## config.mk

```make
export PLATFORM = sky130hd
export DESIGN_NAME = pio9_expander
export DESIGN_NICKNAME = d
export VERILOG_FILES = /design/src/rtl/pio9_pkg.sv /design/src/rtl/pio9_bus_decode.sv /design/src/rtl/pio9_dir_ctrl.sv /design/src/rtl/pio9_port_cell.sv /design/src/rtl/pio9_expander.sv
export SDC_FILE = /design/constraint.sdc
export NUM_CORES = 1
export LEC_CHECK = 0
export CAP_MARGIN = 20
export CORE_ASPECT_RATIO = 0.8
export CORE_UTILIZATION = 60
export CTS_BUF_LIST = sky130_fd_sc_hd__clkbuf_8
export CTS_CLUSTER_DIAMETER = 30
export DETAILED_ROUTE_END_ITERATION = 8
export DONT_BUFFER_PORTS = 1
export PLACE_DENSITY_LB_ADDON = 0.05
export RECOVER_POWER = 50
export SYNTH_ARGS = -nofsm -noshare
export SYNTH_HDL_FRONTEND = slang
export SYNTH_SLANG_ARGS = --single-unit
```

## constraint.sdc

```tcl
create_clock -name clk -period 2.4 [get_ports clk]
set_clock_uncertainty 0.2 [all_clocks]
set_input_delay 0.72 -clock clk [delete_from_list [all_inputs] [get_ports clk]]
set_output_delay 0.72 -clock clk [all_outputs]
set_load 0.01 [all_outputs]
```

## src/rtl/pio9_pkg.sv

```systemverilog
package pio9_pkg;
  localparam int PORT_W    = 8;
  localparam int NUM_PORTS = 9;
  localparam int ADDR_W    = 4;
  localparam int STRAP_W   = 3;
  localparam int HALF_W    = PORT_W / 2;
  localparam int FLAT_W    = NUM_PORTS * PORT_W;

  // register addresses (decoded by the host software)
  localparam int A_MASK8   = 9;
  localparam int A_GRP_A   = 10;
  localparam int A_GRP_B   = 11;
  localparam int A_GRP_C   = 12;

  // bit positions inside the grouping registers
  localparam int GB_WIDE   = 4;
  localparam int GB_HIGH   = 3;
  localparam int GB_ALT    = 1;
  localparam int GB_LOW    = 0;

  // port indices with fixed roles (zero based)
  localparam int IX_FIRST  = 0;
  localparam int IX_BITWISE = 7;
  localparam int IX_LAST   = 8;

  typedef logic [PORT_W-1:0] pbyte_t;
  typedef logic [NUM_PORTS-1:0][PORT_W-1:0] pvec_t;

  // direction a port takes on reset for a given strap value
  function automatic pbyte_t reset_dir(input logic [STRAP_W-1:0] s, input int ix);
    pbyte_t d;
    if (s == '0)              d = '1;
    else if (ix == IX_FIRST)  d = '1;
    else if (ix == IX_LAST)   d = '0;
    else if (ix == IX_BITWISE) d = '1;
    else                      d = (int'(s) < ix + 1) ? '0 : '1;
    return d;
  endfunction
endpackage

```

## src/rtl/pio9_bus_decode.sv

```systemverilog
module pio9_bus_decode (
  input  logic bus_mode,
  input  logic cs_n,
  input  logic rd_n,
  input  logic wr_n,
  output logic rd_en,
  output logic wr_en
);
  logic sel_m1;

  always_comb begin
    sel_m1 = !cs_n && !wr_n;
    if (bus_mode) begin
      rd_en = sel_m1 && rd_n;
      wr_en = sel_m1 && !rd_n;
    end else begin
      rd_en = !cs_n && !rd_n && wr_n;
      wr_en = !cs_n && !wr_n && rd_n;
    end
  end
endmodule

```

## src/rtl/pio9_dir_ctrl.sv

```systemverilog
module pio9_dir_ctrl
  import pio9_pkg::*;
(
  input  logic               clk,
  input  logic               rst_n,
  input  logic [STRAP_W-1:0] strap,
  input  logic               wr_en,
  input  logic [ADDR_W-1:0]  addr,
  input  pbyte_t             wdata,
  output pvec_t              dir
);
  logic  hard_q;
  pvec_t dir_q;
  logic  grp_wr;
  int    grp_base;

  assign dir = dir_q;

  always_comb begin
    grp_wr   = wr_en && !hard_q &&
               (addr == ADDR_W'(A_GRP_A) || addr == ADDR_W'(A_GRP_B));
    grp_base = (addr == ADDR_W'(A_GRP_B)) ? 3 : 0;
  end

  always_ff @(posedge clk) begin
    if (!rst_n) begin
      hard_q <= (strap != '0);
      for (int i = 0; i < NUM_PORTS; i++) dir_q[i] <= reset_dir(strap, i);
    end else if (wr_en) begin
      if (addr == ADDR_W'(A_MASK8)) begin
        dir_q[IX_BITWISE] <= wdata;
      end
      if (grp_wr) begin
        dir_q[grp_base]     <= {PORT_W{wdata[GB_WIDE]}};
        dir_q[grp_base + 1] <= {{HALF_W{wdata[GB_HIGH]}}, {HALF_W{wdata[GB_LOW]}}};
        dir_q[grp_base + 2] <= {PORT_W{wdata[GB_ALT]}};
      end
      if (!hard_q && addr == ADDR_W'(A_GRP_C)) begin
        dir_q[6]       <= {PORT_W{wdata[GB_WIDE]}};
        dir_q[IX_LAST] <= {PORT_W{wdata[GB_ALT]}};
      end
    end
  end

  AST_HARD_FIRST_INPUT: assert property (@(posedge clk) disable iff (!rst_n)
    hard_q |-> dir_q[IX_FIRST] == '1);
  AST_HARD_LAST_OUTPUT: assert property (@(posedge clk) disable iff (!rst_n)
    hard_q |-> dir_q[IX_LAST] == '0);
  AST_HARD_GROUP_IGNORED: assert property (@(posedge clk) disable iff (!rst_n)
    (hard_q && wr_en && addr >= ADDR_W'(A_GRP_A) && addr <= ADDR_W'(A_GRP_C))
    |=> ($stable(dir_q[0]) && $stable(dir_q[1]) && $stable(dir_q[2]) &&
         $stable(dir_q[3]) && $stable(dir_q[4]) && $stable(dir_q[5]) &&
         $stable(dir_q[6]) && $stable(dir_q[8])));
  AST_STRAP_HELD: assert property (@(posedge clk) disable iff (!rst_n)
    1'b1 |=> $stable(hard_q));
endmodule

```

## src/rtl/pio9_port_cell.sv

```systemverilog
module pio9_port_cell
  import pio9_pkg::*;
(
  input  logic   clk,
  input  logic   rst_n,
  input  logic   wr_sel,
  input  pbyte_t wdata,
  input  pbyte_t dir,
  input  pbyte_t pin_in,
  output pbyte_t pin_out,
  output pbyte_t pin_oe,
  output pbyte_t rd_val
);
  pbyte_t latch_q;

  always_ff @(posedge clk) begin
    if (!rst_n)      latch_q <= '0;
    else if (wr_sel) latch_q <= wdata;
  end

  assign pin_out = latch_q;
  assign pin_oe  = ~dir;
  assign rd_val  = (latch_q & ~dir) | (pin_in & dir);

  AST_LATCH_HOLD: assert property (@(posedge clk) disable iff (!rst_n)
    !wr_sel |=> $stable(latch_q));
endmodule

```

## src/rtl/pio9_expander.sv

```systemverilog
module pio9_expander
  import pio9_pkg::*;
(
  input  logic              clk,
  input  logic              rst_n,
  input  logic              bus_mode,
  input  logic              cs_n,
  input  logic              rd_n,
  input  logic              wr_n,
  input  logic [3:0]        addr,
  input  logic [7:0]        wdata,
  output logic [7:0]        rdata,
  input  logic [2:0]        strap,
  input  logic [71:0]       pin_in,
  output logic [71:0]       pin_out,
  output logic [71:0]       pin_oe
);
  logic  rd_en, wr_en;
  pvec_t dir;
  pvec_t in_v, out_v, oe_v, rd_v;

  pio9_bus_decode u_dec (
    .bus_mode (bus_mode),
    .cs_n     (cs_n),
    .rd_n     (rd_n),
    .wr_n     (wr_n),
    .rd_en    (rd_en),
    .wr_en    (wr_en)
  );

  pio9_dir_ctrl u_dir (
    .clk   (clk),
    .rst_n (rst_n),
    .strap (strap),
    .wr_en (wr_en),
    .addr  (addr),
    .wdata (wdata),
    .dir   (dir)
  );

  assign in_v = pin_in;

  for (genvar p = 0; p < NUM_PORTS; p++) begin : g_port
    pio9_port_cell u_cell (
      .clk     (clk),
      .rst_n   (rst_n),
      .wr_sel  (wr_en && addr == ADDR_W'(p)),
      .wdata   (wdata),
      .dir     (dir[p]),
      .pin_in  (in_v[p]),
      .pin_out (out_v[p]),
      .pin_oe  (oe_v[p]),
      .rd_val  (rd_v[p])
    );
  end

  assign pin_out = out_v;
  assign pin_oe  = oe_v;

  always_comb begin
    rdata = '0;
    if (rd_en) begin
      rdata = '1;
      for (int i = 0; i < NUM_PORTS; i++)
        if (addr == ADDR_W'(i)) rdata = rd_v[i];
    end
  end

  AST_MASK8_TO_OE: assert property (@(posedge clk) disable iff (!rst_n)
    (wr_en && addr == ADDR_W'(A_MASK8)) |=> pin_oe[IX_BITWISE*PORT_W +: PORT_W] == ~$past(wdata));
  AST_BOTH_STROBES_NOP: assert property (@(posedge clk) disable iff (!rst_n)
    (!bus_mode && !cs_n && !rd_n && !wr_n) |=> $stable(pin_out));
  AST_IDLE_RDATA: assert property (@(posedge clk) disable iff (!rst_n)
    (cs_n) |-> rdata == 8'h00);
endmodule

```

==> out/metrics.yaml <==
global_routing:
  grt_first_pass_wirelength_um: 22100
  grt_max_degree: 39
  grtUsageTotal: 0.326
  antenna_found_initial: 0
  grt_overflow: 0
  grt_pass1_vias: 3937
worst_setup_path:
  critPathRequiredTime_ns: 1.48
  cp_max_fo: 5
  slowest_stage: "edfxtp_1"
  startpoint: "u_dir.dir[38]$_DFFE_PP_"
  slowest_delay_ns: 0.53
  endpoint_kind: "output pin"
  cp-start-kind: "flip-flop"
  path_cells: "buf_6 > mux2i_2 > a22oi_2 > o21ai_2 > a211oi_2"
  r2r-start: "u_dir.hard_q$_DFFE_PN_"
  critPathArrivalTime_ns: 1.86
  path_class: "reg -> out"
routing:
  route.detailed.drc: 0
  drtAntennaViolNets: 0
  drt_pass1_iterations: 5
  drt-initial-drc-count: 230
  vias_per_cell: 6.18
  num_vias: 4081
  drt-total-wl_um: 15300
  post_drt_wl_per_cell_um: 23.1
place:
  dpl_cell_area_um2: 5270
  pre_cts_ws_ns: -0.430
  dp.final_hpwl_um: 11300
  gp_congestion: 0.891
  port_buffers: 0
logic_synthesis:
  netlist_instances: 591
  synth_edf_count: 10
  ys_seq_elements: 91
  synth_top_area_cell: "dfxtp_1"
  syn_area_um2: 5400
  synth.top_cell.area_share: 0.300
  yosys-top-cells-count: "mux2i_1, dfxtp_1, nor2_1"
  postSynthAreaPerCell_um2: 9.13
  synthArstFlopShare: 0
  yosys_warnings: 0
  synth_area_leaders: "dfxtp_1, mux2i_1, buf_4, edfxtp_1, nor2_1"
  ys_types: 42
  yosysSeqAreaShare: 0.356
  synth_nets: 684
  yosysMostFrequentCell: "mux2i_1"
  synth_ff_type: "dfxtp_1"
cells_and_area:
  diodes: 0
  design_area_um2: 5560
  drive_gt1_frac: 0.186
  fillers: 751
  fin_util: 0.647
  nets: 636
  area_growth_pct: 3.01
power:
  p_sw_frac: 0.266
  p_sw_uw: 807
  power.density_nw_per_um2: 545
  irDropWorstVdd_mv: 0.410
  power.leakage_uw: 0.00284
  p_int_uw: 2220
  seqPwrFrac: 0.521
  clkPwrFrac: 0.353
  pwr-share-comb: 0.126
sta:
  setup_violations: 8
  worst_slack_ns: -0.376
  max_freq_mhz: 360
  rsz0062_at_grt: "true"
  finalHoldViolCount: 0
  period_needed_ns: 2.78
  final_max_slew_viol_count: 0
  period_share: 1.16
  timing.hold.ws_ns: 0.214
  worst_pin_slew_ns: 0.713
  max_slew_margin: 0.524
cts:
  hold_buffers: 0
  clk_pin_slew_ns: 0.09
  clock_path_buffers: 2
  clkSinkCount: 91
  clock_latency_ns: 0.37
  cts_tree: "yes"
  htree_levels: 3
  cts_root_buffer: "clkbuf_8"
  cts_made_buffers: 9
die:
  die_area_um2: 9380
  ios: 245
  fp.coreArea_um2: 8600
  die_y_um: 86.8
  die_width_um: 108
  initial_core_util: 0.628
  rows: 30
status:
  status: "finished with violations"
  violations: "negative setup slack"
run:
  cap_violations: 0
worst_hold_path:
  worstHoldStart: "rst_n"
  min_path_type: "in -> reg"
registers in the layout, summed over array words and instances (netlist names):
name                   flops
g_port.u_cell.pin_out     72
u_dir.hard_q               1
u_dir.dir                 18
cells in the final DEF (no fill, tap or decap), types with 3 or more instances in the layout:
| cell | Yosys | final |
|---|---|---|
| mux2i_1 | 145 | 140 |
| a21oi_2 | 0 | 4 |
| inv_1 | 19 | 20 |
| o21ai_2 | 0 | 7 |
| clkinv_2 | 0 | 3 |
| dfxtp_1 | 81 | 80 |
| a21oi_1 | 27 | 22 |
| edfxtp_1 | 10 | 10 |
| buf_4 | 55 | 25 |
| clkbuf_8 | 0 | 10 |
| clkbuf_1 | 31 | 4 |
| nor2_1 | 79 | 79 |
| nor2b_1 | 3 | 3 |
| mux2i_2 | 0 | 5 |
| o22ai_1 | 3 | 3 |
| nand4_1 | 0 | 4 |
| a22oi_1 | 24 | 16 |
| o21ai_0 | 13 | 6 |
| a22oi_2 | 0 | 8 |
| a211oi_2 | 0 | 8 |
| clkbuf_4 | 0 | 3 |
| mux2_2 | 8 | 8 |
| nand2_1 | 37 | 37 |
| nand3_1 | 0 | 4 |
| buf_6 | 3 | 5 |
routing by layer:
layer,track usage,vias to the layer above,part of all wire
met5,0,-,0
met4,0.0971,0,0.017
met3,0.119,26,0.10
met2,0.534,204,0.47
met1,0.402,1954,0.41
li1,-,1897,-
cells by family after synthesis:
kind of cell / synth area share
muxes: 0.286
and+or+nand+nor: 0.139
buffers and inverters: 0.126
DFF: 0.356
AOI/OAI and AO/OA: 0.0897
xor gates and xnor gates: 0.00325
worst max-delay path: cells and delay by family (launching register included):
| family | cells | cell delay, ns |
|---|---|---|
| flip-flops | 1 | 0.53 |
| AO/OA/AOI/OAI | 3 | 0.63 |
| buffers and inverters | 1 | 0.18 |
| multiplexers | 1 | 0.16 |
per-stage QoR:
step / instances / total power, µW / TNS, ns
after global routing: 660 / 3140 / -3.78
after global placement: 640 / 1970 / -2.46
final: 660 / 3030 / -2.56
after CTS: 657 / 3030 / -2.73
after floorplan: 591 / 1970 / -2.23
after detailed placement: 640 / 1970 / -2.71
power groups by stage:
stage	combinational, µW	clock (µW)	sequential (µW)
floorplan	369	0	1600
global placement	354	0	1610
detailed placement	356	0	1610
CTS	367	1090	1580
global route	411	1150	1580
finish	382	1070	1580
area by class of cell:
type / instances / area, µm² / area share
multi-input cells: 382 / 2900 / 0.521
flip-flops and latches: 91 / 1930 / 0.346
repair buffers: 39 / 322 / 0.0578
well taps: 112 / 140 / 0.0252
clock buffers: 10 / 138 / 0.0248
inverters: 20 / 75.1 / 0.0135
clock inverters: 6 / 62.6 / 0.0113
repair_timing:
item	CTS	global route
pin swaps	14	11
setup endpoints to repair	8	8
buffers inserted	1	3
gates resized for setup	17	20
worst paths after layout:
| path | to | slack (ns) | cells after the start |
|---|---|---|---|
| hold / removal | u_dir.dir[61]$_SDFFE_PN1P_ | 0.21 | 1 |
| setup / recovery | rdata[5] | -0.38 | 5 |
| setup reg to reg | u_dir.dir[30]$_DFFE_PP_ | 0.69 | 2 |
| hold reg to reg | u_dir.dir[58]$_SDFFE_PN1P_ | 0.33 | 2 |
No activity file was read; power rests on OpenSTA's default activity.
